### config.mk
export PLATFORM = sky130hd
export DESIGN_NAME = match_timer
export DESIGN_NICKNAME = d
export VERILOG_FILES = /design/src/rtl/mt_pkg.sv /design/src/rtl/mt_counter.sv /design/src/rtl/mt_channel.sv /design/src/rtl/mt_wdog.sv /design/src/rtl/match_timer.sv
export SDC_FILE = /design/constraint.sdc
export NUM_CORES = 1
export LEC_CHECK = 0
export BUFFER_PORTS_ARGS = -buffer_cell sky130_fd_sc_hd__buf_2
export CORE_MARGIN = 2
export CORE_UTILIZATION = 30
export DETAILED_ROUTE_END_ITERATION = 16
export GPL_TIMING_DRIVEN = 0
export PLACE_DENSITY = 0.57
export SLEW_MARGIN = 5
export SYNTH_ARGS = -nofsm -noshare
export SYNTH_HDL_FRONTEND = slang
export SYNTH_SLANG_ARGS = --single-unit
### constraint.sdc
create_clock -name clk -period 6.6 [get_ports clk]
set_input_delay 0.33 -clock clk [delete_from_list [all_inputs] [get_ports clk]]
set_output_delay 0.33 -clock clk [all_outputs]
set_load 0.02 [all_outputs]
### src/rtl/mt_pkg.sv
package mt_pkg;
    // Register word indices (byte address bits [4:2])
    localparam logic [2:0] IDX_CNT  = 3'd4;
    localparam logic [2:0] IDX_PEND = 3'd5;
    localparam logic [2:0] IDX_WDOG = 3'd6;
    localparam logic [2:0] IDX_IEN  = 3'd7;
endpackage

### src/rtl/mt_counter.sv
module mt_counter #(
    parameter int W = 32
) (
    input  logic         clk,
    input  logic         rst_n,
    input  logic         tick_en,
    input  logic         load,
    input  logic [W-1:0] load_val,
    output logic [W-1:0] cnt_q,
    output logic [W-1:0] cnt_inc,
    output logic         adv
);
    typedef struct packed {
        logic [W-1:0] cnt;
    } cnt_state_t;

    cnt_state_t st_d, st_q;

    assign cnt_inc = st_q.cnt + 1'b1;
    assign adv     = tick_en && !load;
    assign cnt_q   = st_q.cnt;

    always_comb begin
        st_d = st_q;
        if (load) begin
            st_d.cnt = load_val;
        end else if (tick_en) begin
            st_d.cnt = cnt_inc;
        end
    end

    always_ff @(posedge clk or negedge rst_n) begin
        if (!rst_n) begin
            st_q <= '0;
        end else begin
            st_q <= st_d;
        end
    end
endmodule

### src/rtl/mt_channel.sv
module mt_channel #(
    parameter int W = 32
) (
    input  logic         clk,
    input  logic         rst_n,
    input  logic         wr_cmp,
    input  logic [W-1:0] wdata,
    input  logic         adv,
    input  logic [W-1:0] cnt_inc,
    input  logic         clr,
    input  logic         ien,
    output logic [W-1:0] cmp_q,
    output logic         hit,
    output logic         pend_q,
    output logic         irq
);
    typedef struct packed {
        logic [W-1:0] cmp;
        logic         pend;
    } ch_state_t;

    ch_state_t st_d, st_q;

    assign hit    = adv && (cnt_inc == st_q.cmp);
    assign cmp_q  = st_q.cmp;
    assign pend_q = st_q.pend;
    assign irq    = st_q.pend && ien;

    always_comb begin
        st_d = st_q;
        if (wr_cmp) begin
            st_d.cmp = wdata;
        end
        // set has priority over a clear in the same cycle
        st_d.pend = (st_q.pend && !clr) || hit;
    end

    always_ff @(posedge clk or negedge rst_n) begin
        if (!rst_n) begin
            st_q <= '0;
        end else begin
            st_q <= st_d;
        end
    end
endmodule

### src/rtl/mt_wdog.sv
module mt_wdog (
    input  logic clk,
    input  logic rst_n,
    input  logic wr_arm,
    input  logic arm_val,
    input  logic wd_hit,
    output logic armed_q,
    output logic sys_rst
);
    typedef struct packed {
        logic armed;
        logic rst;
    } wd_state_t;

    wd_state_t st_d, st_q;

    assign armed_q = st_q.armed;
    assign sys_rst = st_q.rst;

    always_comb begin
        st_d = st_q;
        st_d.rst = st_q.armed && wd_hit;
        if (wr_arm) begin
            st_d.armed = arm_val;
        end
    end

    always_ff @(posedge clk or negedge rst_n) begin
        if (!rst_n) begin
            st_q <= '0;
        end else begin
            st_q <= st_d;
        end
    end
endmodule

### src/rtl/match_timer.sv
module match_timer #(
    parameter int DATA_W = 32,
    parameter int N_CH   = 4,
    parameter int ADDR_W = 5,
    parameter int WD_CH  = 3
) (
    input  logic              clk,
    input  logic              rst_n,
    input  logic              tick_en,
    input  logic              wr_en,
    input  logic [ADDR_W-1:0] addr,
    input  logic [DATA_W-1:0] wdata,
    output logic [DATA_W-1:0] rdata,
    output logic [N_CH-1:0]   irq,
    output logic              sys_rst
);
    import mt_pkg::*;

    localparam int IDX_W = ADDR_W - 2;

    typedef struct packed {
        logic [N_CH-1:0] ien;
    } top_state_t;

    top_state_t st_d, st_q;

    logic [IDX_W-1:0]  widx;
    logic              wr_cnt;
    logic              wr_pend;
    logic              wr_wd;
    logic              wr_ien;
    logic [DATA_W-1:0] cnt_q;
    logic [DATA_W-1:0] cnt_inc;
    logic              adv;
    logic [N_CH-1:0]   hit;
    logic [N_CH-1:0]   pend_q;
    logic [DATA_W-1:0] cmp_q [N_CH];
    logic              armed_q;

    assign widx    = addr[ADDR_W-1:2];
    assign wr_cnt  = wr_en && (widx == IDX_CNT);
    assign wr_pend = wr_en && (widx == IDX_PEND);
    assign wr_wd   = wr_en && (widx == IDX_WDOG);
    assign wr_ien  = wr_en && (widx == IDX_IEN);

    mt_counter #(.W(DATA_W)) u_cnt (
        .clk      (clk),
        .rst_n    (rst_n),
        .tick_en  (tick_en),
        .load     (wr_cnt),
        .load_val (wdata),
        .cnt_q    (cnt_q),
        .cnt_inc  (cnt_inc),
        .adv      (adv)
    );

    for (genvar c = 0; c < N_CH; c++) begin : g_ch
        mt_channel #(.W(DATA_W)) u_ch (
            .clk     (clk),
            .rst_n   (rst_n),
            .wr_cmp  (wr_en && (widx == IDX_W'(c))),
            .wdata   (wdata),
            .adv     (adv),
            .cnt_inc (cnt_inc),
            .clr     (wr_pend && wdata[c]),
            .ien     (st_q.ien[c]),
            .cmp_q   (cmp_q[c]),
            .hit     (hit[c]),
            .pend_q  (pend_q[c]),
            .irq     (irq[c])
        );
    end

    mt_wdog u_wd (
        .clk     (clk),
        .rst_n   (rst_n),
        .wr_arm  (wr_wd),
        .arm_val (wdata[0]),
        .wd_hit  (hit[WD_CH]),
        .armed_q (armed_q),
        .sys_rst (sys_rst)
    );

    always_comb begin
        st_d = st_q;
        if (wr_ien) begin
            st_d.ien = wdata[N_CH-1:0];
        end
    end

    always_ff @(posedge clk or negedge rst_n) begin
        if (!rst_n) begin
            st_q <= '0;
        end else begin
            st_q <= st_d;
        end
    end

    always_comb begin
        rdata = '0;
        case (widx)
            IDX_CNT:  rdata = cnt_q;
            IDX_PEND: rdata[N_CH-1:0] = pend_q;
            IDX_WDOG: rdata[0] = armed_q;
            IDX_IEN:  rdata[N_CH-1:0] = st_q.ien;
            default: begin
                for (int c = 0; c < N_CH; c++) begin
                    if (widx == IDX_W'(c)) rdata = cmp_q[c];
                end
            end
        endcase
    end
endmodule

[Yosys cells after proc, flatten, opt, wreduce, memory -nomap -nowiden]
Index checks and enable logic that the tools add are counted.
Storage, ports and cells
  input bits: 41
  register bits: 170
  word-level logic and storage cells: 71
Operators by class
  equality and inequality tests: 11
  add/sub/neg operators: 1
  mux-type cells: 9
  reduce and logical (&&, ||, !) cells: 38
Operator list (number)
  $mux W32: 6
  $eq A32 B32 Y1: 4
  $pmux W28 S2: 1
  $add A32 B1 Y32 const B: 1
  $logic_and A1 B1 Y1: 26
  $eq A3 B3 Y1 const B: 4
  $pmux W3 S4: 1
  $eq A3 B2 Y1 const B: 2
  $logic_not A1 Y1: 5
  $logic_or A1 B1 Y1: 4
  $pmux W1 S4: 1
  $eq A3 B1 Y1 const B: 1
  $logic_not A3 Y1: 1
  $reduce_or A3 Y1: 1
  $reduce_bool A2 Y1: 1

[Logic depth before layout (Yosys ltp)]
  depth after elaboration: 6
  gate-level depth with buffers: 11
  depth with buffers taken out: 9

[By module]
A second synthesis with hierarchy kept.
Unflattened totals
  cells, all modules: 955
  area total of the unflattened synthesis: 10351.2 um^2
By module, submodules not included
  mt_channel: area each 1586.5 um^2, cells an instance 117, sequential area each 825.8 um^2, times used 4
  mt_counter: area each 2412.3 um^2, cells an instance 302, sequential area each 800.8 um^2, times used 1
  match_timer: area each 1521.5 um^2, cells an instance 181, sequential area each 100.1 um^2, times used 1
  mt_wdog: area each 71.3 um^2, cells an instance 4, sequential area each 50.0 um^2, times used 1

[Worst setup path before layout]
OpenSTA, ideal clock, no wires.
  kind: reg-to-reg
  from: register u_cnt.st_q (netlist bit u_cnt.cnt_q[1])
  to: register g_ch[1].u_ch.st_q (netlist bit g_ch[1].u_ch.pend_q)
  cell stages (with the launch flop): 12
  required time: 6508 ps
  arrival: 3229 ps
  clock period less this slack: 3321 ps
  path slack: 3279 ps
  cell sequence: dfrtp_1 > ha_1 > buf_2 > and3_1 > clkbuf_1 > nand4_1 > nor2_1 > a22o_1 > a2111o_1 > or4_1 > or4_1 > o31ai_2
RTL lines
  start: declaration: line mt_counter.sv:17  | cnt_state_t st_d, st_q;
  start signal: assignment: line mt_counter.sv:36  | st_q <= st_d;
  end signal: assignment: line mt_channel.sv:42  | st_q <= st_d;
  end: declaration: line mt_channel.sv:22  | ch_state_t st_d, st_q;

==> results_dict.tcl <==
set metrics [dict create \
    status "complete, no violations" \
    fin_crit_sh 0.7799 \
    postSynthNetCount 1163 \
    path_class "reg2reg" \
    grt_use_total 0.2481 \
    crit_fanout 10 \
    synth_top_area_frac 0.3682 \
    wl_um 49690 \
    cts-htree-levels 4 \
    dieArea_um2 40100 \
    post_cts_buffers 0 \
    drive_gt1_frac 0.2587 \
    insertion_delay_ps 460 \
    globalplace.congestion 0.9770 \
    area_growth_pct 14.88 \
    antenna_found_initial 0 \
    ys.flop_type "dfrtp_1" \
    fin_crit_ps 5147 \
    clock_path_buffers 2 \
    drt-initial-drc-count 1003 \
    finalHoldViolations 0 \
    tns_ps 0 \
    max_freq_mhz 194.3 \
    slew-limit-headroom 0.05265 \
    reg2reg_setup_slack_ps 1450 \
    start_util 0.3060 \
    syn_inst 1121 \
    num_vias 9988 \
    io_buffers 72 \
    wl_met1_um 22630 \
    p_leak_nw 5.094 \
    diodes 0 \
    avgSynthCellArea_um2 10.31 \
    highest_layer "met4" \
    cts_tree "built" \
    final_cell_area_um2 13270 \
    startpoint_type "register" \
    p_per_area_nw_per_um2 332.7 \
    cts_buffers 17 \
    instances_no_fill 1740 \
    synth_cell_types 77 \
    hpwl_um 39040 \
    synth_seq_cells 170 \
    num_rows 71 \
    root_buffer "clkbuf_16" \
    die_x_um 200.3 \
    worst_hold_path_type "in2reg" \
    worst_slew_pin_slew_ps 1409 \
    ant_nets 0 \
    fin_skew_ps 12.98 \
    synthArstFlopShare 1.000 \
    required_ps 6920 \
    maxCapViolCount 0 \
    worst-endpoint-arrival_ps 5460 \
    fill_cells 3863 \
    ys_warn_count 0 \
    die_y_um 200.3 \
    slew_viol_final 0 \
    cts_resized 0 \
    io_pins 78 \
    setup_viol 0 \
    dp_cells 1708 \
    cts.sinks 170 \
    drt_first_pass_iters 5 \
    end_kind "register" \
    met2_length_um 22800 \
    irDropWorstVdd_uv 210.9 \
    final_common_cell "dfrtp_1" \
    dpl_cell_area_um2 12640 \
    finish.net_count 1259 \
    grt_pass1_wl_um 72330 \
    hold_ws_ps 132.1 \
    grt_overflow_total 0 \
    grt_max_degree 91 \
    yosysSeqAreaShare 0.3682 \
    core_um2 37760 \
    mostFrequentLayoutCells "170 x dfrtp_1, 136 x mux2_2, 105 x nand2_1, 85 x buf_2, 75 x xnor2_1" \
    synth-edff-count 0 \
    clk_pin_slew_ps 70 \
    post_drt_wl_per_cell_um 28.56 \
    wl_met3_um 3191 \
    grt_pass1_vias 9727 \
    yosys.area.top_type "dfrtp_1" \
    syn_area_um2 11550 \
    rsz0062_at_grt "no" \
    ys_top_cells_by_area "dfrtp_1 37%, mux2_2 13%, mux4_2 6.4%, xnor2_1 5.7%, xor2_1 4.6%" \
    drcViolationCount 0 \
    avgViaCountPerCell 5.740 \
]
-- registers in the layout, indices dropped and copies added, names as in the netlist --
signal	cells
g_ch.u_ch.cmp_q	128
g_ch.u_ch.pend_q	4
st_q	4
u_cnt.cnt_q	32
u_wd.armed_q	1
u_wd.sys_rst	1
-- synth_stat cells, drive strengths merged, types with 6 or more instances --
| cell | n |
|---|---|
| dfrtp | 170 |
| mux2 | 136 |
| nand2 | 108 |
| xnor2 | 77 |
| xor2 | 61 |
| o21ai | 58 |
| clkbuf | 53 |
| nor2 | 45 |
| buf | 33 |
| mux4 | 33 |
| nand3 | 30 |
| a22o | 29 |
| nand4 | 26 |
| a21oi | 23 |
| nor3 | 21 |
| inv | 19 |
| and3 | 12 |
| nor4 | 12 |
| a2111oi | 10 |
| or4 | 10 |
| and2 | 9 |
| nand2b | 9 |
| o311ai | 9 |
| o2111ai | 8 |
| o31ai | 8 |
| a31oi | 7 |
| and4 | 7 |
| nor2b | 7 |
| nor3b | 7 |
| a211oi | 6 |
| nand3b | 6 |
-- cell families (layout without fill, tap and decap cells) --
family,count (synthesis),after routing,synth area share
buffers and inverters,106,214,0.03941
adder cells (fa/ha/maj),2,2,0.001949
AND/OR/NAND/NOR,322,322,0.1506
flip-flops,170,170,0.3682
multiplexers,172,172,0.1995
AO/OA/AOI/OAI,208,208,0.1276
XOR/XNOR,141,141,0.1128
-- worst max-delay path: stages (launching register included) --
cell,delay [ps]
dfrtp_1,340
buf_2,240
nand4_1,450
nor4_2,1210
and3_1,290
clkbuf_1,230
xnor2_1,350
o21ai_0,290
a2111oi_0,840
nand4_1,270
o31ai_1,480
-- cell type report --
cell class | count | area, um2 | share of cell area
Buffer | 86 | 381.6 | 0.02875
Clock buffer | 22 | 484.2 | 0.03648
Clock inverter | 9 | 136.4 | 0.01027
Inverter | 20 | 75.07 | 0.005656
Multi-Input combinational cell | 845 | 6863 | 0.5170
Sequential cell | 170 | 4254 | 0.3205
Tap cell | 511 | 639.4 | 0.04817
Timing Repair Buffer | 77 | 440.4 | 0.03318
-- power breakdown --
group | internal (W) | switching (W) | leakage (nW)
logic | 0.000720 | 0.00101 | 2.73
clock network | 0.000636 | 0.000448 | 0.299
registers | 0.00127 | 0.000331 | 2.06
total | 0.00263 | 0.00179 | 5.09
-- stage by stage --
step / utilization / setup WS, ps / total power (W)
3_3_place_gp: 0.3325 / 985.3 / 0.003281
5_1_grt: 0.3516 / 1509 / 0.004591
2_1_floorplan: - / 3279 / 0.002623
6_report: 0.3516 / 1453 / 0.004416
3_5_place_dp: 0.3349 / 1773 / 0.003296
4_1_cts: 0.3516 / 1755 / 0.004392
-- per-layer routing --
layer / global-route usage / up-vias
li1: - / 4350
met1: 0.3527 / 5193
met2: 0.3903 / 395
met3: 0.04116 / 50
met4: 0.06667 / 0
met5: 0 / -
-- final timing paths --
check                                                    end  cells after the start                  startpoint
setup / recovery               g_ch[0].u_ch.pend_q$_DFF_PN0_                     10  u_cnt.cnt_q[9]$_DFFE_PN0P_
hold / removal                   u_cnt.cnt_q[21]$_DFFE_PN0P_                      3                   wdata[21]
setup reg to reg               g_ch[0].u_ch.pend_q$_DFF_PN0_                     10  u_cnt.cnt_q[9]$_DFFE_PN0P_
hold reg to reg                       u_wd.sys_rst$_DFF_PN0_                      1    u_wd.armed_q$_DFFE_PN0P_
max in group asynchronous        u_cnt.cnt_q[18]$_DFFE_PN0P_                      3                       rst_n
min in group asynchronous  g_ch[2].u_ch.cmp_q[8]$_DFFE_PN0P_                      2                       rst_n
-- what timing repair did --
action,CTS,global route
setup endpoints to repair,0,0
hold endpoints to repair,80,0
hold buffers,1,0
Note: power is estimated with default switching activity, not from simulation.
